## src/rtl/rtc_ser_pkg.sv

```systemverilog
package rtc_ser_pkg;

    localparam int BYTE_W    = 8;
    localparam int RAM_WORDS = 32;
    localparam int ADDR_W    = $clog2(RAM_WORDS);
    localparam int CMD_BITS  = BYTE_W;
    localparam int FRAME_LEN = 2 * BYTE_W;
    localparam int PHASE_W   = $clog2(FRAME_LEN) + 1;
    localparam int BIDX_W    = $clog2(BYTE_W);

    typedef logic [BYTE_W-1:0]                 byte_t;
    typedef logic [RAM_WORDS-1:0][BYTE_W-1:0]  ram_img_t;

    // flag-clear action: data bit that triggers it, status bits it clears
    localparam int    FLAG_TRIG_BIT = 2;
    localparam byte_t STAT_CLR_MASK = 8'h18;

    localparam byte_t SEED_BASE = 8'hA5;
    localparam int    SEED_STEP = 17;

    typedef enum logic [2:0] {
        CK_NONE,
        CK_RAM_RD,
        CK_TIME_RD,
        CK_STAT_RD,
        CK_CTRL_RD,
        CK_RAM_WR,
        CK_FLAG_WR
    } cmd_kind_e;

    typedef struct packed {
        byte_t sec;
        byte_t mnt;
        byte_t hr;
        byte_t day;
        byte_t mon;
        byte_t yr;
    } tod_bcd_t;

    typedef struct packed {
        logic  fire;
        byte_t cmd;
        byte_t val;
    } commit_t;

    function automatic cmd_kind_e classify(input byte_t c);
        cmd_kind_e k;
        if (c <= 8'h1F)                    k = CK_RAM_RD;
        else if (c <= 8'h2F)               k = CK_TIME_RD;
        else if (c == 8'h30)               k = CK_STAT_RD;
        else if (c == 8'h31)               k = CK_CTRL_RD;
        else if (c >= 8'h80 && c <= 8'h9F) k = CK_RAM_WR;
        else if (c == 8'hB1)               k = CK_FLAG_WR;
        else                               k = CK_NONE;
        return k;
    endfunction

    function automatic logic kind_is_read(input cmd_kind_e k);
        return (k == CK_RAM_RD) || (k == CK_TIME_RD) ||
               (k == CK_STAT_RD) || (k == CK_CTRL_RD);
    endfunction

    // calendar field selected by the low nibble of a 0x2X command
    function automatic byte_t time_field(input byte_t c, input tod_bcd_t t);
        byte_t r;
        case (c[3:0])
            4'h0:    r = t.sec;
            4'h1:    r = t.mnt;
            4'h2:    r = t.hr;
            4'h4:    r = t.day;
            4'h5:    r = t.mon;
            4'h6:    r = t.yr;
            default: r = '0;
        endcase
        return r;
    endfunction

    function automatic ram_img_t ram_seed();
        ram_img_t img;
        for (int i = 0; i < RAM_WORDS; i++) begin
            img[i] = SEED_BASE ^ byte_t'(i * SEED_STEP);
        end
        return img;
    endfunction

endpackage

```

## src/rtl/rtc_ser_frame.sv

```systemverilog
module rtc_ser_frame
    import rtc_ser_pkg::*;
(
    input  logic              clk,
    input  logic              rst,
    input  logic              en,
    input  logic              sclk,
    input  logic              sdin,
    output byte_t             cmd,
    output logic              data_fall,
    output logic [BIDX_W-1:0] bit_idx,
    output commit_t           commit
);

    localparam logic [PHASE_W-1:0] PH_DATA = PHASE_W'(CMD_BITS);
    localparam logic [PHASE_W-1:0] PH_FULL = PHASE_W'(FRAME_LEN);
    localparam logic [PHASE_W-1:0] PH_LAST = PHASE_W'(FRAME_LEN - 1);

    logic               sclk_q;
    logic [PHASE_W-1:0] phase_q;
    byte_t              cmd_q;
    byte_t              val_q;
    logic               fall;

    assign fall = en && sclk_q && !sclk;

    always_ff @(posedge clk) begin
        if (rst) begin
            sclk_q  <= 1'b0;
            phase_q <= '0;
            cmd_q   <= '0;
            val_q   <= '0;
        end else begin
            sclk_q <= sclk;
            if (!en) begin
                phase_q <= '0;
                cmd_q   <= '0;
                val_q   <= '0;
            end else if (fall && phase_q < PH_FULL) begin
                phase_q <= phase_q + 1'b1;
                if (phase_q < PH_DATA) begin
                    cmd_q <= {cmd_q[BYTE_W-2:0], sdin};
                end else begin
                    val_q <= {val_q[BYTE_W-2:0], sdin};
                end
            end
        end
    end

    assign cmd         = cmd_q;
    assign data_fall   = fall && (phase_q >= PH_DATA) && (phase_q < PH_FULL);
    assign bit_idx     = ~phase_q[BIDX_W-1:0];
    assign commit.fire = fall && (phase_q == PH_LAST);
    assign commit.cmd  = cmd_q;
    assign commit.val  = {val_q[BYTE_W-2:0], sdin};


    abort_clears_chk: assert property (@(posedge clk) disable iff (rst)
        !en |=> (phase_q == '0 && cmd_q == '0 && val_q == '0));


    frame_full_hold_chk: assert property (@(posedge clk) disable iff (rst)
        (en && phase_q == PH_FULL) |=> (phase_q == PH_FULL && $stable(val_q)));

endmodule

```

## src/rtl/rtc_ser_store.sv

```systemverilog
module rtc_ser_store
    import rtc_ser_pkg::*;
#(
    parameter ram_img_t RAM_INIT     = ram_seed(),
    parameter byte_t    STATUS_RESET = 8'h90,
    parameter byte_t    CTRL_RESET   = 8'h3C
) (
    input  logic              clk,
    input  logic              rst,
    input  commit_t           commit,
    input  logic [ADDR_W-1:0] rd_addr,
    output byte_t             rd_byte,
    output byte_t             status,
    output byte_t             ctrl,
    output logic              clr_pulse
);

    ram_img_t  ram_q;
    byte_t     status_q;
    logic      clr_q;
    cmd_kind_e wkind;

    assign wkind = classify(commit.cmd);

    always_ff @(posedge clk) begin
        if (rst) begin
            ram_q    <= RAM_INIT;
            status_q <= STATUS_RESET;
            clr_q    <= 1'b0;
        end else begin
            clr_q <= 1'b0;
            if (commit.fire) begin
                if (wkind == CK_RAM_WR) begin
                    ram_q[commit.cmd[ADDR_W-1:0]] <= commit.val;
                end else if (wkind == CK_FLAG_WR && commit.val[FLAG_TRIG_BIT]) begin
                    status_q <= status_q & ~STAT_CLR_MASK;
                    clr_q    <= 1'b1;
                end
            end
        end
    end

    assign rd_byte   = ram_q[rd_addr];
    assign status    = status_q;
    assign ctrl      = CTRL_RESET;
    assign clr_pulse = clr_q;


    flag_clear_chk: assert property (@(posedge clk) disable iff (rst)
        clr_q |-> ((status_q & STAT_CLR_MASK) == '0));


    strobe_single_chk: assert property (@(posedge clk) disable iff (rst)
        clr_q |=> !clr_q);

endmodule

```

## src/rtl/rtc_ser_drive.sv

```systemverilog
module rtc_ser_drive
    import rtc_ser_pkg::*;
(
    input  logic              clk,
    input  logic              rst,
    input  logic              en,
    input  byte_t             cmd,
    input  logic              data_fall,
    input  logic [BIDX_W-1:0] bit_idx,
    input  byte_t             ram_byte,
    input  byte_t             status,
    input  byte_t             ctrl,
    input  tod_bcd_t          tod,
    output logic              dout,
    output logic              doe
);

    cmd_kind_e kind;
    byte_t     sel_byte;
    logic      dout_q;
    logic      doe_q;

    assign kind = classify(cmd);

    always_comb begin
        case (kind)
            CK_RAM_RD:  sel_byte = ram_byte;
            CK_TIME_RD: sel_byte = time_field(cmd, tod);
            CK_STAT_RD: sel_byte = status;
            CK_CTRL_RD: sel_byte = ctrl;
            default:    sel_byte = '0;
        endcase
    end

    always_ff @(posedge clk) begin
        if (rst) begin
            dout_q <= 1'b0;
            doe_q  <= 1'b0;
        end else if (!en) begin
            dout_q <= 1'b0;
            doe_q  <= 1'b0;
        end else if (data_fall && kind_is_read(kind)) begin
            dout_q <= sel_byte[bit_idx];
            doe_q  <= 1'b1;
        end
    end

    assign dout = dout_q;
    assign doe  = doe_q;


    drive_only_reads_chk: assert property (@(posedge clk) disable iff (rst)
        doe_q |-> kind_is_read(kind));


    drive_off_idle_chk: assert property (@(posedge clk) disable iff (rst)
        !en |=> !doe_q);

endmodule

```

## src/rtl/rtc_serial_if.sv

```systemverilog
module rtc_serial_if
    import rtc_ser_pkg::*;
#(
    parameter ram_img_t RAM_INIT     = ram_seed(),
    parameter byte_t    STATUS_RESET = 8'h90,
    parameter byte_t    CTRL_RESET   = 8'h3C
) (
    input  logic       clk,
    input  logic       rst,
    input  logic       ser_en,
    input  logic       ser_clk,
    input  logic       ser_din,
    input  logic [7:0] tod_sec,
    input  logic [7:0] tod_min,
    input  logic [7:0] tod_hour,
    input  logic [7:0] tod_day,
    input  logic [7:0] tod_month,
    input  logic [7:0] tod_year,
    output logic       ser_dout,
    output logic       ser_doe,
    output logic       flag_clr_pulse
);

    byte_t             cmd;
    logic              data_fall;
    logic [BIDX_W-1:0] bit_idx;
    commit_t           commit;
    byte_t             ram_byte;
    byte_t             status;
    byte_t             ctrl;
    tod_bcd_t          tod;

    assign tod = '{sec: tod_sec, mnt: tod_min, hr: tod_hour,
                   day: tod_day, mon: tod_month, yr: tod_year};

    rtc_ser_frame u_frame (
        .clk       (clk),
        .rst       (rst),
        .en        (ser_en),
        .sclk      (ser_clk),
        .sdin      (ser_din),
        .cmd       (cmd),
        .data_fall (data_fall),
        .bit_idx   (bit_idx),
        .commit    (commit)
    );

    rtc_ser_store #(
        .RAM_INIT     (RAM_INIT),
        .STATUS_RESET (STATUS_RESET),
        .CTRL_RESET   (CTRL_RESET)
    ) u_store (
        .clk       (clk),
        .rst       (rst),
        .commit    (commit),
        .rd_addr   (cmd[ADDR_W-1:0]),
        .rd_byte   (ram_byte),
        .status    (status),
        .ctrl      (ctrl),
        .clr_pulse (flag_clr_pulse)
    );

    rtc_ser_drive u_drive (
        .clk       (clk),
        .rst       (rst),
        .en        (ser_en),
        .cmd       (cmd),
        .data_fall (data_fall),
        .bit_idx   (bit_idx),
        .ram_byte  (ram_byte),
        .status    (status),
        .ctrl      (ctrl),
        .tod       (tod),
        .dout      (ser_dout),
        .doe       (ser_doe)
    );

endmodule

```

## config.mk

```make
export PLATFORM = sky130hd
export DESIGN_NAME = rtc_serial_if
export DESIGN_NICKNAME = d
export VERILOG_FILES = /design/src/rtl/rtc_ser_pkg.sv /design/src/rtl/rtc_ser_frame.sv /design/src/rtl/rtc_ser_store.sv /design/src/rtl/rtc_ser_drive.sv /design/src/rtl/rtc_serial_if.sv
export SDC_FILE = /design/constraint.sdc
export NUM_CORES = 1
export LEC_CHECK = 0
export BUFFER_PORTS_ARGS = -buffer_cell sky130_fd_sc_hd__buf_2
export CORE_MARGIN = 2
export CORE_UTILIZATION = 40
export CTS_CLUSTER_SIZE = 16
export DETAILED_ROUTE_END_ITERATION = 10
export GPL_TIMING_DRIVEN = 1
export PLACE_DENSITY = 0.62
export SYNTH_ARGS = -nofsm -noshare
export SYNTH_HDL_FRONTEND = slang
export SYNTH_HIERARCHICAL = 1
export SYNTH_SLANG_ARGS = --single-unit
```

## constraint.sdc

```tcl
create_clock -name clk -period 7.2 [get_ports clk]
set_input_delay 1.44 -clock clk [delete_from_list [all_inputs] [get_ports clk]]
set_output_delay 1.44 -clock clk [all_outputs]
set_load 0.01 [all_outputs]
```

==> report_table.html, run 1 <==
<table>
<tr><th>Metric</th><th>Value</th></tr>
<tr><th colspan="2">Clock network</th></tr>
<tr><td>Post-CTS clock slew at the launch and capture registers of the worst setup and hold paths</td><td>approximately 0.06 ns</td></tr>
<tr><td>Max H-tree Level</td><td>1</td></tr>
<tr><td>Hold-fix buffers, CTS</td><td>0</td></tr>
<tr><td>Number of buffers added by the clock tree synthesis step</td><td>30</td></tr>
<tr><td>CTS tree</td><td>built</td></tr>
<tr><td>Clk sinks</td><td>~280</td></tr>
<tr><td>Worst-Skew Late Latency</td><td>~0.56 ns</td></tr>
<tr><td>Clock root cell</td><td>sky130_fd_sc_hd__clkbuf_16</td></tr>
<tr><td>Total of cells resized after clock tree synthesis</td><td>0</td></tr>
<tr><td>Post-CTS setup buffers</td><td>0</td></tr>
<tr><td>Max Buffers Root-to-Sink</td><td>3</td></tr>
<tr><th colspan="2">Job</th></tr>
<tr><td>Max-cap violation count</td><td>0</td></tr>
<tr><th colspan="2">Synth</th></tr>
<tr><td>Top cell type's share of synthesized area</td><td>0.417</td></tr>
<tr><td>Number of flip-flops and latches in the synthesized netlist</td><td>between 200 and 300</td></tr>
<tr><td>Number of standard cells after synthesis</td><td>~1,300</td></tr>
<tr><td>Post-synthesis instance area</td><td>13,500 µm²</td></tr>
<tr><td>Cell type with the highest aggregate area in the netlist</td><td>sky130_fd_sc_hd__dfxtp_1</td></tr>
<tr><td>Post-synth EDFFs</td><td>0</td></tr>
<tr><td>Distinct cells, synth</td><td>67</td></tr>
<tr><td>Leading cell types by total area after synthesis</td><td>sky130_fd_sc_hd__dfxtp_1 (42%), sky130_fd_sc_hd__mux4_2 (13%), sky130_fd_sc_hd__mux2i_1 (11%)</td></tr>
<tr><td>Portion of the post-synthesis area used by sequential elements</td><td>0.417</td></tr>
<tr><td>Share of flip-flops with an asynchronous set or reset after synthesis</td><td>0</td></tr>
<tr><td>Synthesized area divided by synthesized cell count</td><td>10.7 µm²</td></tr>
<tr><td>Count of yosys warnings during synthesis</td><td>6</td></tr>
<tr><td>Most used flip-flop cell after synthesis</td><td>sky130_fd_sc_hd__dfxtp_1</td></tr>
<tr><th colspan="2">Setup path</th></tr>
<tr><td>Endpoint of the worst-slack reg-to-reg timing path</td><td>u_drive/dout$_SDFFE_PP0P_</td></tr>
<tr><td>Critical R2R Launch</td><td>u_frame/cmd[2]$_SDFFE_PP0P_</td></tr>
<tr><td>Crit path top cell by count</td><td>sky130_fd_sc_hd__mux4_2</td></tr>
<tr><td>Crit-path max FO</td><td>54</td></tr>
<tr><td>Critical path class</td><td>reg2reg</td></tr>
<tr><td>Required time of the critical path</td><td>7.63 ns</td></tr>
<tr><td>Cell-by-cell trace of the critical path</td><td>buf_4 &gt; mux4_2 &gt; mux4_2 &gt; mux2_2 &gt; or4b_2 &gt; o311ai_2 &gt; a2111oi_0 &gt; nor2_1 &gt; a32oi_1 &gt; o31ai_1</td></tr>
<tr><td>Top delay family on crit path</td><td>multiplexers</td></tr>
<tr><td>Capturing element type of the critical path</td><td>register</td></tr>
<tr><td>R2R depth</td><td>10</td></tr>
<tr><td>Slowest CP cell</td><td>sky130_fd_sc_hd__dfxtp_4</td></tr>
<tr><td>Setup slack of the most critical reg-to-reg path</td><td>between 3 and 4 ns</td></tr>
<tr><td>Startpoint types</td><td>register</td></tr>
<tr><td>Buffers and inverters on the worst path</td><td>1</td></tr>
<tr><td>Crit path arrival time</td><td>roughly 4.3 ns</td></tr>
<tr><td>Crit path largest cell delay</td><td>0.89 ns</td></tr>
<tr><th colspan="2">Timing</th></tr>
<tr><td>Final setup violating endpoints</td><td>0</td></tr>
<tr><td>Setup TNS</td><td>0 ns</td></tr>
<tr><td>Unrepaired setup endpoints after global routing</td><td>no</td></tr>
<tr><td>Worst slew margin relative to its limit</td><td>0.266</td></tr>
<tr><td>Clock tree skew after final layout</td><td>approximately 0.021 ns</td></tr>
<tr><td>Fin crit period</td><td>3.90 ns</td></tr>
<tr><td>Max-slew violations</td><td>0</td></tr>
<tr><td>Final critical-path share of the clock period</td><td>0.541</td></tr>
<tr><td>Final hold violation count</td><td>0</td></tr>
<tr><td>Slew at the pin closest to its max-slew limit</td><td>1.10 ns</td></tr>
<tr><td>Highest clock rate</td><td>257 MHz</td></tr>
<tr><th colspan="2">Placement</th></tr>
<tr><td>Weighted congestion reported at the end of routability-driven placement</td><td>a little over 0.8</td></tr>
<tr><td># port buffers</td><td>55</td></tr>
<tr><td>Detailed placement HPWL</td><td>21,300 µm</td></tr>
<tr><th colspan="2">Die</th></tr>
<tr><td>I/O pin count</td><td>between 50 and 60</td></tr>
<tr><td>Initial core utilization</td><td>0.404</td></tr>
<tr><td>Die footprint</td><td>between 30,000 and 40,000 µm²</td></tr>
<tr><td>Core Box Area</td><td>between 30,000 and 40,000 µm²</td></tr>
<tr><td>Horizontal extent of the die</td><td>about 190 µm</td></tr>
<tr><td>Floorplan row count</td><td>between 60 and 70</td></tr>
<tr><td>Floorplan die height</td><td>between 150 and 200 µm</td></tr>
<tr><th colspan="2">Worst hold path</th></tr>
<tr><td>Hold Crit Start</td><td>u_store/ram_q[37]$_SDFFE_PP1P_</td></tr>
<tr><td>Capture endpoint of the worst hold path</td><td>u_store/ram_q[37]$_SDFFE_PP1P_</td></tr>
<tr><td>Number of cells traversed by the worst hold path</td><td>1</td></tr>
<tr><td>Path class of the lowest-slack min-delay path</td><td>reg2reg</td></tr>
<tr><th colspan="2">Route</th></tr>
<tr><td>Total routed wirelength</td><td>around 35,000 µm</td></tr>
<tr><td>Initial detailed-routing violation count</td><td>~800</td></tr>
<tr><td>Per-cell via count in the routed design</td><td>about 5.6</td></tr>
<tr><td>Via count</td><td>roughly 9,600</td></tr>
<tr><td>Remaining DRCs</td><td>0</td></tr>
<tr><td>Number of nets still failing antenna checks after routing</td><td>0</td></tr>
<tr><td>Total iterations of the first detailed-routing run</td><td>6</td></tr>
<tr><td>Detail-routed net length per standard cell</td><td>around 20 µm</td></tr>
<tr><th colspan="2">Layout</th></tr>
<tr><td>Antenna Diode Count</td><td>0</td></tr>
<tr><td>Area growth from synthesis to final layout</td><td>10.4%</td></tr>
<tr><td>Core Util, Final</td><td>0.446</td></tr>
<tr><td># nets final</td><td>1,301</td></tr>
<tr><td>Share of post-route cells with drive strength above 1</td><td>0.201</td></tr>
<tr><th colspan="2">Global route</th></tr>
<tr><td>Antenna violations before repair</td><td>1</td></tr>
<tr><td>Total routing resource utilization after global routing</td><td>0.195</td></tr>
<tr><td>First-pass GRT wire length</td><td>roughly 54,000 µm</td></tr>
<tr><td>Via count of the first global-routing pass</td><td>approximately 9,000</td></tr>
<tr><td>Largest net degree at the start of global routing</td><td>roughly 110</td></tr>
<tr><td>Global route overflow</td><td>0</td></tr>
<tr><th colspan="2">Pwr</th></tr>
<tr><td>Maximum resistive drop on vdd</td><td>approximately 0.21 mV</td></tr>
<tr><td>Pwr dens</td><td>212 nW/µm²</td></tr>
<tr><td>Pleak</td><td>5.27 nW</td></tr>
<tr><th colspan="2">Run status</th></tr>
<tr><td>Outcome</td><td>completed</td></tr>
</table>
-- cells in the final DEF (no fill, tap or decap), drive strengths merged, types with 17 or more instances in the layout --
cell	Yosys	routed
clkbuf	60	47
a21oi	17	17
buf	81	80
inv	16	17
a211o	128	128
nand2	26	26
dfxtp	281	281
nor2b	65	65
mux4	80	80
nor2	205	205
mux2i	154	154
nand3b	17	17
-- registers in the layout, indices dropped and copies added (netlist names) --
name / cells
u_store/ram_q: 256
u_frame/cmd: 8
u_frame/val_q: 7
u_frame/phase_q: 5
u_drive/doe: 1
u_drive/dout: 1
u_frame/sclk_q: 1
u_store/clr_pulse: 1
u_store/status: 1
-- worst max-delay path by stage --
stage	from	end	slack (ns)	cells past startpoint
final	u_frame/cmd[2]$_SDFFE_PP0P_	u_drive/dout$_SDFFE_PP0P_	3.30	10
after global routing	u_frame/cmd[1]$_SDFFE_PP0P_	u_drive/dout$_SDFFE_PP0P_	3.05	10
after CTS	u_frame/cmd[1]$_SDFFE_PP0P_	u_drive/dout$_SDFFE_PP0P_	3.29	10
after detailed placement	u_frame/cmd[1]$_SDFFE_PP0P_	u_drive/dout$_SDFFE_PP0P_	3.32	10
after global placement	u_frame/cmd[1]$_SDFFE_PP0P_	u_drive/dout$_SDFFE_PP0P_	3.35	10
after floorplan	ser_clk	u_store/ram_q[128]$_SDFFE_PP1P_	4.03	6
-- cell usage after synthesis (all sizes together) (9+ instances only) --
cell type / number
nor2b: 65
clkbuf: 60
inv: 16
a211o: 128
nor3: 15
mux2i: 154
nor2: 205
mux2: 11
nand3b: 17
o21ai: 9
nand2: 26
nand3: 12
mux4: 80
a21oi: 17
dfxtp: 281
buf: 81
-- cell type report --
class / instances / area (µm²)
fillers: 3183 / 18500
multi-input cells: 834 / 7150
flip-flops and latches: 281 / 5630
clock buffers: 46 / 922
well taps: 448 / 561
repair buffers: 81 / 479
clock inverters: 8 / 71.3
inverters: 18 / 67.6
-- per-stage QoR --
step | hold WS (ns) | worst slack, ns | std cells | instance area (µm²) | power [W]
6_report | 0.455 | 3.30 | 1716 | 14900 | 0.00316
5_1_grt | 0.472 | 3.05 | 1716 | 14900 | 0.00326
4_1_cts | 0.459 | 3.29 | 1716 | 14900 | 0.00319
3_5_place_dp | 0.445 | 3.32 | 1662 | 13900 | 0.00165
3_3_place_gp | 0.437 | 3.35 | 1662 | 13900 | 0.00165
2_1_floorplan | 0.427 | 4.03 | 1274 | 13500 | 0.00163
-- cell families (layout without fill, tap and decap cells) --
group                    after synthesis  count (layout)  synth area share
adder cells (fa/ha/maj)                2               2           0.00186
other                                  2              15          0.000557
flip-flops                           281             281             0.417
AO/OA/AOI/OAI                        188             188             0.116
multiplexers                         245             245             0.257
buffers and inverters                159             153            0.0583
AND/OR/NAND/NOR                      384             384             0.149
-- where the power goes --
part | switching, W | internal (W) | total, W
Sequential | 0.000000558 | 0.00155 | 0.00155
Clock | 0.000624 | 0.000912 | 0.00154
Combinational | 0.0000444 | 0.0000204 | 0.0000648
Total | 0.000669 | 0.00249 | 0.00316
-- metal layers --
metal  up-vias  share of wire  GRT usage
met1      4779           0.45      0.273
met5         -        0.00023          0
li1       4509              -          -
met2       276           0.46      0.311
met3        50          0.065     0.0335
met4         2          0.022     0.0518
(Power assumes the default switching activity.)
==> inputs of run 2 (changes only) <==
Settings changed: ABC_AREA set to 1, PLACE_DENSITY 0.62 to 0.64.
Clock period 7.2 ns to 3.3 ns, I/O delays scaled along.
==> report_table.html, run 2 <==
<table>
<tr><th>Metric</th><th>Value</th></tr>
<tr><th colspan="2">Run status</th></tr>
<tr><td>Outcome</td><td>completed (unchanged)</td></tr>
<tr><th colspan="2">Die</th></tr>
<tr><td>Initial core utilization</td><td>0.405 (was 0.404)</td></tr>
<tr><td>Core Box Area</td><td>34,500 µm² (was 33,400 µm²)</td></tr>
<tr><td>Die footprint</td><td>36,400 µm² (was 35,200 µm²)</td></tr>
<tr><td>Floorplan row count</td><td>68 (was 67)</td></tr>
<tr><td>I/O pin count</td><td>56 (unchanged)</td></tr>
<tr><td>Floorplan die height</td><td>191 µm (was 188 µm)</td></tr>
<tr><td>Horizontal extent of the die</td><td>191 µm (was 188 µm)</td></tr>
<tr><th colspan="2">Synth</th></tr>
<tr><td>Post-synth EDFFs</td><td>0 (unchanged)</td></tr>
<tr><td>Share of flip-flops with an asynchronous set or reset after synthesis</td><td>0 (unchanged)</td></tr>
<tr><td>Synthesized area divided by synthesized cell count</td><td>6.50 µm² (was 10.7 µm²)</td></tr>
<tr><td>Portion of the post-synthesis area used by sequential elements</td><td>0.403 (was 0.417)</td></tr>
<tr><td>Number of flip-flops and latches in the synthesized netlist</td><td>281 (unchanged)</td></tr>
<tr><td>Leading cell types by total area after synthesis</td><td>sky130_fd_sc_hd__dfxtp_1 (40%), sky130_fd_sc_hd__nand2_1 (21%), sky130_fd_sc_hd__nand3_1 (14%) (was sky130_fd_sc_hd__dfxtp_1 (42%), sky130_fd_sc_hd__mux4_2 (13%), sky130_fd_sc_hd__mux2i_1 (11%))</td></tr>
<tr><td>Number of standard cells after synthesis</td><td>2,150 (was 1,261)</td></tr>
<tr><td>Distinct cells, synth</td><td>35 (was 67)</td></tr>
<tr><td>Count leader, synth</td><td>sky130_fd_sc_hd__nand2_1 (was sky130_fd_sc_hd__dfxtp_1)</td></tr>
<tr><td>Top cell type's share of synthesized area</td><td>0.403 (was 0.417)</td></tr>
<tr><td>Cell type with the highest aggregate area in the netlist</td><td>sky130_fd_sc_hd__dfxtp_1 (unchanged)</td></tr>
<tr><td>Count of yosys warnings during synthesis</td><td>6 (unchanged)</td></tr>
<tr><td>Most used flip-flop cell after synthesis</td><td>sky130_fd_sc_hd__dfxtp_1 (unchanged)</td></tr>
<tr><td>Top post-synthesis cells by count</td><td>sky130_fd_sc_hd__nand2_1 (766), sky130_fd_sc_hd__nand3_1 (381), sky130_fd_sc_hd__dfxtp_1 (281), sky130_fd_sc_hd__nor2_1 (274), sky130_fd_sc_hd__o21ai_0 (103) (was sky130_fd_sc_hd__dfxtp_1 (281), sky130_fd_sc_hd__nor2_1 (204), sky130_fd_sc_hd__mux2i_1 (154), sky130_fd_sc_hd__a211o_1 (128), sky130_fd_sc_hd__mux4_2 (80))</td></tr>
<tr><td>Post-synthesis instance area</td><td>14,000 µm² (was 13,500 µm²)</td></tr>
<tr><th colspan="2">Setup path</th></tr>
<tr><td>Top delay family on crit path</td><td>simple AND/OR/NAND/NOR gates (was multiplexers)</td></tr>
<tr><td>Cell-by-cell trace of the critical path</td><td>ha_1 &gt; nand2_1 &gt; nor2_1 &gt; ha_1 &gt; nor3b_1 &gt; nand2_4 &gt; buf_4 &gt; nor3_4 &gt; inv_1 &gt; nor2_1 &gt; nor2_1 (was buf_4 &gt; mux4_2 &gt; mux4_2 &gt; mux2_2 &gt; or4b_2 &gt; o311ai_2 &gt; a2111oi_0 &gt; nor2_1 &gt; a32oi_1 &gt; o31ai_1)</td></tr>
<tr><td>Crit path top cell by count</td><td>sky130_fd_sc_hd__nor2_1 (was sky130_fd_sc_hd__mux4_2)</td></tr>
<tr><td>Required time of the critical path</td><td>3.76 ns (was 7.63 ns)</td></tr>
<tr><td>Crit-path max FO</td><td>13 (was 54)</td></tr>
<tr><td>Crit path arrival time</td><td>3.14 ns (was 4.33 ns)</td></tr>
<tr><td>Crit path largest cell delay</td><td>0.49 ns (was 0.89 ns)</td></tr>
<tr><td>Slowest CP cell</td><td>sky130_fd_sc_hd__nor3b_1 (was sky130_fd_sc_hd__dfxtp_4)</td></tr>
<tr><td>Capturing element type of the critical path</td><td>register (unchanged)</td></tr>
<tr><td>Critical path class</td><td>reg2reg (unchanged)</td></tr>
<tr><td>Buffers and inverters on the worst path</td><td>2 (was 1)</td></tr>
<tr><td>Startpoint types</td><td>register (unchanged)</td></tr>
<tr><th colspan="2">Layout</th></tr>
<tr><td>Most frequent cells in the layout</td><td>sky130_fd_sc_hd__nand2_1 (766), sky130_fd_sc_hd__nand3_1 (381), sky130_fd_sc_hd__dfxtp_1 (278), sky130_fd_sc_hd__nor2_1 (274), sky130_fd_sc_hd__o21ai_0 (103) (was sky130_fd_sc_hd__dfxtp_1 (278), sky130_fd_sc_hd__nor2_1 (204), sky130_fd_sc_hd__mux2i_1 (154), sky130_fd_sc_hd__a211o_1 (128), sky130_fd_sc_hd__mux4_2 (80))</td></tr>
<tr><td>Register bank with the most flops</td><td>u_store/ram_q (unchanged)</td></tr>
<tr><td>Area growth from synthesis to final layout</td><td>10.6% (was 10.4%)</td></tr>
<tr><td>Core Util, Final</td><td>0.449 (was 0.446)</td></tr>
<tr><td>Number of filler cells placed in the layout</td><td>3,538 (was 3,183)</td></tr>
<tr><td>Share of post-route cells with drive strength above 1</td><td>0.103 (was 0.201)</td></tr>
<tr><td>Most common cell after layout, fill and taps aside</td><td>sky130_fd_sc_hd__nand2_1 (was sky130_fd_sc_hd__dfxtp_1)</td></tr>
<tr><td>Antenna Diode Count</td><td>0 (unchanged)</td></tr>
<tr><td>Cell area after layout</td><td>15,500 µm² (was 14,900 µm²)</td></tr>
<tr><td>Number of flip-flops under the largest register name</td><td>256 (unchanged)</td></tr>
<tr><td># nets final</td><td>2,190 (was 1,301)</td></tr>
<tr><th colspan="2">Global route</th></tr>
<tr><td>Global route overflow</td><td>0 (unchanged)</td></tr>
<tr><td>Via count of the first global-routing pass</td><td>12,500 (was 9,060)</td></tr>
<tr><td>Largest net degree at the start of global routing</td><td>137 (was 114)</td></tr>
<tr><td>Antenna violations before repair</td><td>0 (was 1)</td></tr>
<tr><td>Total routing resource utilization after global routing</td><td>0.227 (was 0.195)</td></tr>
<tr><td>First-pass GRT wire length</td><td>66,400 µm (was 54,200 µm)</td></tr>
<tr><th colspan="2">Clock network</th></tr>
<tr><td>Post-CTS clock slew at the launch and capture registers of the worst setup and hold paths</td><td>0.06 ns (about the same)</td></tr>
<tr><td>Clock root cell</td><td>sky130_fd_sc_hd__clkbuf_16 (unchanged)</td></tr>
<tr><td>Number of buffers added by the clock tree synthesis step</td><td>30 (unchanged)</td></tr>
<tr><td>Post-CTS setup buffers</td><td>0 (unchanged)</td></tr>
<tr><td>Total of cells resized after clock tree synthesis</td><td>0 (unchanged)</td></tr>
<tr><td>Hold-fix buffers, CTS</td><td>0 (unchanged)</td></tr>
<tr><td>CTS tree</td><td>built (unchanged)</td></tr>
<tr><td>Clk sinks</td><td>281 (unchanged)</td></tr>
<tr><td>Max H-tree Level</td><td>1 (unchanged)</td></tr>
<tr><td>Max Buffers Root-to-Sink</td><td>3 (unchanged)</td></tr>
<tr><td>Worst-Skew Late Latency</td><td>0.57 ns (was 0.56 ns)</td></tr>
<tr><th colspan="2">Placement</th></tr>
<tr><td>DP Worst Slack</td><td>0.609 ns (was 3.32 ns)</td></tr>
<tr><td># port buffers</td><td>55 (unchanged)</td></tr>
<tr><td>Detailed placement HPWL</td><td>25,700 µm (was 21,300 µm)</td></tr>
<tr><td>Dpl cell area</td><td>14,400 µm² (was 13,900 µm²)</td></tr>
<tr><td>Weighted congestion reported at the end of routability-driven placement</td><td>0.843 (was 0.811)</td></tr>
<tr><th colspan="2">Route</th></tr>
<tr><td>Initial detailed-routing violation count</td><td>1,287 (was 804)</td></tr>
<tr><td>Per-cell via count in the routed design</td><td>5.21 (was 5.60)</td></tr>
<tr><td>Total iterations of the first detailed-routing run</td><td>6 (unchanged)</td></tr>
<tr><td>Detail-routed net length per standard cell</td><td>16.1 µm (was 20.2 µm)</td></tr>
<tr><td>Remaining DRCs</td><td>0 (unchanged)</td></tr>
<tr><td>Via count</td><td>13,600 (was 9,616)</td></tr>
<tr><td>Total routed wirelength</td><td>41,900 µm (was 34,700 µm)</td></tr>
<tr><td>Number of nets still failing antenna checks after routing</td><td>0 (unchanged)</td></tr>
<tr><th colspan="2">Pwr</th></tr>
<tr><td>Pleak</td><td>7.35 nW (was 5.27 nW)</td></tr>
<tr><td>Final Total Pwr</td><td>0.00717 W (was 0.00316 W)</td></tr>
<tr><td>Maximum resistive drop on vdd</td><td>0.470 mV (was 0.209 mV)</td></tr>
<tr><td>Pwr dens</td><td>464 nW/µm² (was 212 nW/µm²)</td></tr>
<tr><th colspan="2">Timing</th></tr>
<tr><td>Final hold violation count</td><td>0 (unchanged)</td></tr>
<tr><td>Final setup violating endpoints</td><td>0 (unchanged)</td></tr>
<tr><td>Max-slew violations</td><td>0 (unchanged)</td></tr>
<tr><td>Clock tree skew after final layout</td><td>0.0217 ns (was 0.0213 ns)</td></tr>
<tr><td>Worst slew margin relative to its limit</td><td>0.309 (was 0.266)</td></tr>
<tr><td>Slew at the pin closest to its max-slew limit</td><td>1.04 ns (was 1.10 ns)</td></tr>
<tr><td>Worst-case setup margin in the final layout</td><td>0.614 ns (was 3.30 ns)</td></tr>
<tr><td>Unrepaired setup endpoints after global routing</td><td>no (unchanged)</td></tr>
<tr><td>Fin crit period</td><td>2.69 ns (was 3.90 ns)</td></tr>
<tr><td>Setup TNS</td><td>0 ns (unchanged)</td></tr>
<tr><td>Final critical-path share of the clock period</td><td>0.814 (was 0.541)</td></tr>
<tr><td>Highest clock rate</td><td>372 MHz (was 257 MHz)</td></tr>
<tr><th colspan="2">Job</th></tr>
<tr><td>Max-cap violation count</td><td>0 (unchanged)</td></tr>
<tr><th colspan="2">Worst hold path</th></tr>
<tr><td>Path class of the lowest-slack min-delay path</td><td>in2reg (was reg2reg)</td></tr>
</table>
[run 2: final timing paths]
check                                                startpoint                               to  slack (ns)  cells after the start
worst max-delay path            u_frame/phase_q[1]$_SDFFE_PP0P_  u_store/ram_q[142]$_SDFFE_PP0P_        0.61                     11
worst min-delay path                                    ser_clk        u_frame/sclk_q$_SDFF_PP0_        0.35                      3
worst min register to register  u_store/ram_q[249]$_SDFFE_PP1P_  u_store/ram_q[249]$_SDFFE_PP1P_        0.46                      2
worst max register to register  u_frame/phase_q[1]$_SDFFE_PP0P_  u_store/ram_q[142]$_SDFFE_PP0P_        0.61                     11
[run 2: power breakdown]
group	switching [W]	total, W	leakage [nW]	internal (W)
Combinational	0.000191	0.000273	4.56	0.0000822
Sequential	0.00000393	0.00340	2.27	0.00339
Clock	0.00140	0.00350	0.519	0.00210
[run 2: per-stage QoR]
step           cells  hold WS, ns
2_1_floorplan   2163        0.429
4_1_cts         2611        0.328
3_3_place_gp    2558        0.437
3_5_place_dp    2558        0.442
5_1_grt         2611        0.352
6_report        2611        0.347
[run 2: per-layer routing]
metal / track usage / wire length [µm]
met1: 0.302 / 18400
met2: 0.384 / 20100
met3: 0.0197 / 2230
met4: 0.0796 / 1170
met5: 0 / 0
[run 2: layout make-up]
cell class              count  area [µm²]  area share
clock buffers              42         886      0.0573
multi-input cells        1649        7320       0.474
flip-flops and latches    281        5630       0.364
well taps                 455         569      0.0368
clock inverters            11         155      0.0100
inverters                  93         357      0.0231
repair buffers             80         538      0.0348
[run 2: worst reg2reg max path: cells and delay by family (launching register included)]
| family | cells | cell delay (ns) |
|---|---|---|
| simple gates | 7 | 1.32 |
| flops | 1 | 0.37 |
| fa+ha+maj | 2 | 0.37 |
| buf+inv | 2 | 0.52 |
[run 2: logic make-up after synthesis]
kind of cell,share of synthesized area
AND/OR/NAND/NOR,0.465
other,0.000538
XOR/XNOR,0.000627
adder cells (fa/ha/maj),0.00179
AO/OA/AOI/OAI,0.0523
buffers and inverters,0.0769
flip-flops,0.403
==> inputs of run 3 (changes only) <==
Settings changed: ABC_AREA 1 to 0, PLACE_DENSITY 0.64 to 0.62.
Clock period 3.3 ns to 2.72 ns, I/O delays scaled along.
==> report_table.html, run 3 (synthesis gave the netlist of run 1 again) <==
<table>
<tr><th>Metric</th><th>Value</th></tr>
<tr><th colspan="2">Run status</th></tr>
<tr><td>Outcome</td><td>complete, but fails checks (was completed)</td></tr>
<tr><td>Violations in the final reports</td><td>setup timing</td></tr>
<tr><th colspan="2">Die</th></tr>
<tr><td>Initial core utilization</td><td>0.404 (was 0.405)</td></tr>
<tr><td>Horizontal extent of the die</td><td>188 µm (was 191 µm)</td></tr>
<tr><td>Floorplan row count</td><td>67 (was 68)</td></tr>
<tr><td>I/O pin count</td><td>56 (unchanged)</td></tr>
<tr><td>Floorplan die height</td><td>188 µm (was 191 µm)</td></tr>
<tr><td>Core Box Area</td><td>33,400 µm² (was 34,500 µm²)</td></tr>
<tr><td>Die footprint</td><td>35,200 µm² (was 36,400 µm²)</td></tr>
<tr><th colspan="2">Clock network</th></tr>
<tr><td>Number of buffers added by the clock tree synthesis step</td><td>30 (unchanged)</td></tr>
<tr><td>Worst-Skew Late Latency</td><td>0.57 ns (about the same)</td></tr>
<tr><td>CTS tree</td><td>built (unchanged)</td></tr>
<tr><td>Hold-fix buffers, CTS</td><td>0 (unchanged)</td></tr>
<tr><td>Post-CTS clock slew at the launch and capture registers of the worst setup and hold paths</td><td>0.06 ns (about the same)</td></tr>
<tr><td>Max H-tree Level</td><td>1 (unchanged)</td></tr>
<tr><td>Max Buffers Root-to-Sink</td><td>3 (unchanged)</td></tr>
<tr><td>Clk sinks</td><td>281 (unchanged)</td></tr>
<tr><td>Clock root cell</td><td>sky130_fd_sc_hd__clkbuf_16 (unchanged)</td></tr>
<tr><th colspan="2">Pwr</th></tr>
<tr><td>Pwr dens</td><td>551 nW/µm² (was 464 nW/µm²)</td></tr>
<tr><td>Fraction of power consumed by the clock network</td><td>0.508 (was 0.488)</td></tr>
<tr><td>Maximum resistive drop on vdd</td><td>0.369 mV (was 0.470 mV)</td></tr>
<tr><td>Pleak</td><td>5.78 nW (was 7.35 nW)</td></tr>
<tr><td>Fraction of power spent switching nets</td><td>0.208 (was 0.223)</td></tr>
<tr><td>Relative contribution of combinational cells to total power</td><td>0.021 (was 0.038)</td></tr>
<tr><td>Internal power</td><td>0.00691 W (was 0.00557 W)</td></tr>
<tr><td>Net Switching</td><td>0.00182 W (was 0.00160 W)</td></tr>
<tr><td>Part of the total power dissipated in sequential elements</td><td>0.471 (was 0.474)</td></tr>
<tr><td>Final Total Pwr</td><td>0.00873 W (was 0.00717 W)</td></tr>
<tr><th colspan="2">Setup path</th></tr>
<tr><td>Critical R2R Launch</td><td>u_frame/cmd[1]$_SDFFE_PP0P_ (was u_frame/phase_q[1]$_SDFFE_PP0P_)</td></tr>
<tr><td>Endpoint of the worst-slack reg-to-reg timing path</td><td>u_drive/dout$_SDFFE_PP0P_ (was u_store/ram_q[142]$_SDFFE_PP0P_)</td></tr>
<tr><td>Startpoint types</td><td>register (unchanged)</td></tr>
<tr><td>Setup slack of the most critical reg-to-reg path</td><td>-0.30 ns (was 0.61 ns)</td></tr>
<tr><td>Buffers and inverters on the worst path</td><td>3 (was 2)</td></tr>
<tr><td>Cell-by-cell trace of the critical path</td><td>buf_12 &gt; buf_12 &gt; buf_16 &gt; mux4_2 &gt; mux4_2 &gt; mux2_2 &gt; a21oi_2 &gt; o21a_1 &gt; nand3_1 &gt; a311oi_2 &gt; o31ai_1 (was ha_1 &gt; nand2_1 &gt; nor2_1 &gt; ha_1 &gt; nor3b_1 &gt; nand2_4 &gt; buf_4 &gt; nor3_4 &gt; inv_1 &gt; nor2_1 &gt; nor2_1)</td></tr>
<tr><td>Crit-path max FO</td><td>8 (was 13)</td></tr>
<tr><td>Critical path class</td><td>reg2reg (unchanged)</td></tr>
<tr><td>Crit path arrival time</td><td>3.46 ns (was 3.14 ns)</td></tr>
<tr><td>Capturing element type of the critical path</td><td>register (unchanged)</td></tr>
<tr><td>Crit path largest cell delay</td><td>0.53 ns (was 0.49 ns)</td></tr>
<tr><td>Slowest CP cell</td><td>sky130_fd_sc_hd__mux4_2 (was sky130_fd_sc_hd__nor3b_1)</td></tr>
<tr><td>Top delay family on crit path</td><td>multiplexers (was simple AND/OR/NAND/NOR gates)</td></tr>
<tr><td>Required time of the critical path</td><td>3.17 ns (was 3.76 ns)</td></tr>
<tr><td>R2R depth</td><td>11 (unchanged)</td></tr>
<tr><th colspan="2">Layout</th></tr>
<tr><td>Area growth from synthesis to final layout</td><td>17.5% (was 10.6%)</td></tr>
<tr><td>Most frequent cells in the layout</td><td>sky130_fd_sc_hd__dfxtp_1 (277), sky130_fd_sc_hd__nor2_1 (204), sky130_fd_sc_hd__mux2i_1 (154), sky130_fd_sc_hd__a211o_1 (128), sky130_fd_sc_hd__mux4_2 (80) (was sky130_fd_sc_hd__nand2_1 (766), sky130_fd_sc_hd__nand3_1 (381), sky130_fd_sc_hd__dfxtp_1 (278), sky130_fd_sc_hd__nor2_1 (274), sky130_fd_sc_hd__o21ai_0 (103))</td></tr>
<tr><td>Final Non-Filler Cells</td><td>1,789 (was 2,611)</td></tr>
<tr><td>Register bank with the most flops</td><td>u_store/ram_q (unchanged)</td></tr>
<tr><td>Most common cell after layout, fill and taps aside</td><td>sky130_fd_sc_hd__dfxtp_1 (was sky130_fd_sc_hd__nand2_1)</td></tr>
<tr><td>Antenna Diode Count</td><td>0 (unchanged)</td></tr>
<tr><td># nets final</td><td>1,373 (was 2,190)</td></tr>
<tr><td>Number of flip-flops under the largest register name</td><td>256 (unchanged)</td></tr>
<tr><td>Share of post-route cells with drive strength above 1</td><td>0.252 (was 0.103)</td></tr>
<tr><th colspan="2">Placement</th></tr>
<tr><td>Cell count after placement</td><td>1,720 (was 2,558)</td></tr>
<tr><td>Weighted congestion reported at the end of routability-driven placement</td><td>0.921 (was 0.843)</td></tr>
<tr><td>Detailed placement HPWL</td><td>23,600 µm (was 25,700 µm)</td></tr>
<tr><td># port buffers</td><td>55 (unchanged)</td></tr>
<tr><th colspan="2">Timing</th></tr>
<tr><td>Max-slew violations</td><td>0 (unchanged)</td></tr>
<tr><td>Clock tree skew after final layout</td><td>0.0186 ns (was 0.0217 ns)</td></tr>
<tr><td>Final critical-path share of the clock period</td><td>1.11 (was 0.814)</td></tr>
<tr><td>Slew at the pin closest to its max-slew limit</td><td>0.726 ns (was 1.04 ns)</td></tr>
<tr><td>Final hold violation count</td><td>0 (unchanged)</td></tr>
<tr><td>Setup TNS</td><td>-0.297 ns (was 0 ns)</td></tr>
<tr><td>Worst-case setup margin in the final layout</td><td>-0.297 ns (was 0.614 ns)</td></tr>
<tr><td>Worst slack on hold paths</td><td>0.279 ns (was 0.347 ns)</td></tr>
<tr><td>Unrepaired setup endpoints after global routing</td><td>yes (was no)</td></tr>
<tr><td>Final setup violating endpoints</td><td>1 (was 0)</td></tr>
<tr><td>Worst slew margin relative to its limit</td><td>0.512 (was 0.309)</td></tr>
<tr><td>Fin crit period</td><td>3.02 ns (was 2.69 ns)</td></tr>
<tr><td>Highest clock rate</td><td>331 MHz (was 372 MHz)</td></tr>
<tr><th colspan="2">Job</th></tr>
<tr><td>Max-cap violation count</td><td>0 (unchanged)</td></tr>
<tr><th colspan="2">Route</th></tr>
<tr><td>Initial detailed-routing violation count</td><td>885 (was 1,287)</td></tr>
<tr><td>Total routed wirelength</td><td>35,800 µm (was 41,900 µm)</td></tr>
<tr><td>Total iterations of the first detailed-routing run</td><td>7 (was 6)</td></tr>
<tr><td>Number of nets still failing antenna checks after routing</td><td>0 (unchanged)</td></tr>
<tr><td>Via count</td><td>10,000 (was 13,600)</td></tr>
<tr><td>Detail-routed net length per standard cell</td><td>20.0 µm (was 16.1 µm)</td></tr>
<tr><td>Per-cell via count in the routed design</td><td>5.61 (was 5.21)</td></tr>
<tr><td>Remaining DRCs</td><td>0 (unchanged)</td></tr>
<tr><th colspan="2">Global route</th></tr>
<tr><td>Total routing resource utilization after global routing</td><td>0.200 (was 0.227)</td></tr>
<tr><td>Via count of the first global-routing pass</td><td>9,411 (was 12,500)</td></tr>
<tr><td>Antenna violations before repair</td><td>0 (unchanged)</td></tr>
<tr><td>Largest net degree at the start of global routing</td><td>129 (was 137)</td></tr>
<tr><td>Global route overflow</td><td>0 (unchanged)</td></tr>
<tr><td>First-pass GRT wire length</td><td>56,200 µm (was 66,400 µm)</td></tr>
<tr><th colspan="2">Worst hold path</th></tr>
<tr><td>Number of cells traversed by the worst hold path</td><td>2 (was 3)</td></tr>
<tr><td>Hold Crit Start</td><td>ser_clk (unchanged)</td></tr>
<tr><td>Path class of the lowest-slack min-delay path</td><td>in2reg (unchanged)</td></tr>
<tr><td>Capture endpoint of the worst hold path</td><td>u_frame/sclk_q$_SDFF_PP0_ (unchanged)</td></tr>
</table>
==> run 3: worst max path at each step <==
stage / start / endpoint / slack, ns / depth (start not counted)
finish: u_frame/cmd[1]$_SDFFE_PP0P_ / u_drive/dout$_SDFFE_PP0P_ / -0.30 / 11
global route: u_frame/cmd[1]$_SDFFE_PP0P_ / u_drive/dout$_SDFFE_PP0P_ / -0.42 / 11
CTS: u_frame/cmd[1]$_SDFFE_PP0P_ / u_drive/dout$_SDFFE_PP0P_ / -0.26 / 10
detailed placement: u_frame/cmd[1]$_SDFFE_PP0P_ / u_drive/dout$_SDFFE_PP0P_ / -0.34 / 10
global placement: u_frame/cmd[1]$_SDFFE_PP0P_ / u_drive/dout$_SDFFE_PP0P_ / -0.30 / 10
floorplan: u_frame/cmd[1]$_SDFFE_PP0P_ / u_drive/dout$_SDFFE_PP0P_ / -0.13 / 11
==> run 3: through the flow <==
stage	utilization	worst slack, ns	area [µm²]
final	0.475	-0.297	15800
after global routing	0.475	-0.420	15800
after CTS	0.473	-0.265	15800
after detailed placement	0.433	-0.336	14500
after global placement	0.433	-0.296	14500
after floorplan	-	-0.132	13600
==> run 3: timing repair <==
action	CTS	global route
gates resized for setup	21	6
setup buffers	10	1
gates cloned	2	1
setup endpoints to repair	1	43
pin swaps	3	2
==> run 3: worst reg2reg max path, stage by stage (launching register included) <==
cell and delay [ns]:
sky130_fd_sc_hd__dfxtp_4 0.39, sky130_fd_sc_hd__buf_12 0.14, sky130_fd_sc_hd__buf_12 0.13, sky130_fd_sc_hd__buf_16 0.14
sky130_fd_sc_hd__mux4_2 0.53, sky130_fd_sc_hd__mux4_2 0.50, sky130_fd_sc_hd__mux2_2 0.30, sky130_fd_sc_hd__a21oi_2 0.16
sky130_fd_sc_hd__o21a_1 0.17, sky130_fd_sc_hd__nand3_1 0.09, sky130_fd_sc_hd__a311oi_2 0.26, sky130_fd_sc_hd__o31ai_1 0.11
==> run 3: power groups by stage <==
stage               clock network, W  logic, W  registers [W]
finish                       0.00444  0.000181        0.00412
global route                 0.00469  0.000196        0.00411
CTS                          0.00453  0.000180        0.00412
detailed placement                 0  0.000177        0.00421
global placement                   0  0.000178        0.00421
floorplan                          0  0.000119        0.00421
==> run 3: area by class of cell <==
class / count / area [µm²]
flip-flops and latches: 281 / 5640
repair buffers: 153 / 1280
clock inverters: 13 / 199
inverters: 18 / 67.6
well taps: 448 / 561
multi-input cells: 834 / 7210
fillers: 3047 / 17500
clock buffers: 42 / 887
==> run 3: layer usage <==
layer / global-route usage / share of wire / vias up
met5: 0 / 0 / -
met4: 0.0612 / 0.027 / 0
met3: 0.0393 / 0.067 / 51
met2: 0.302 / 0.44 / 318
met1: 0.289 / 0.47 / 5015
li1: - / - / 4658
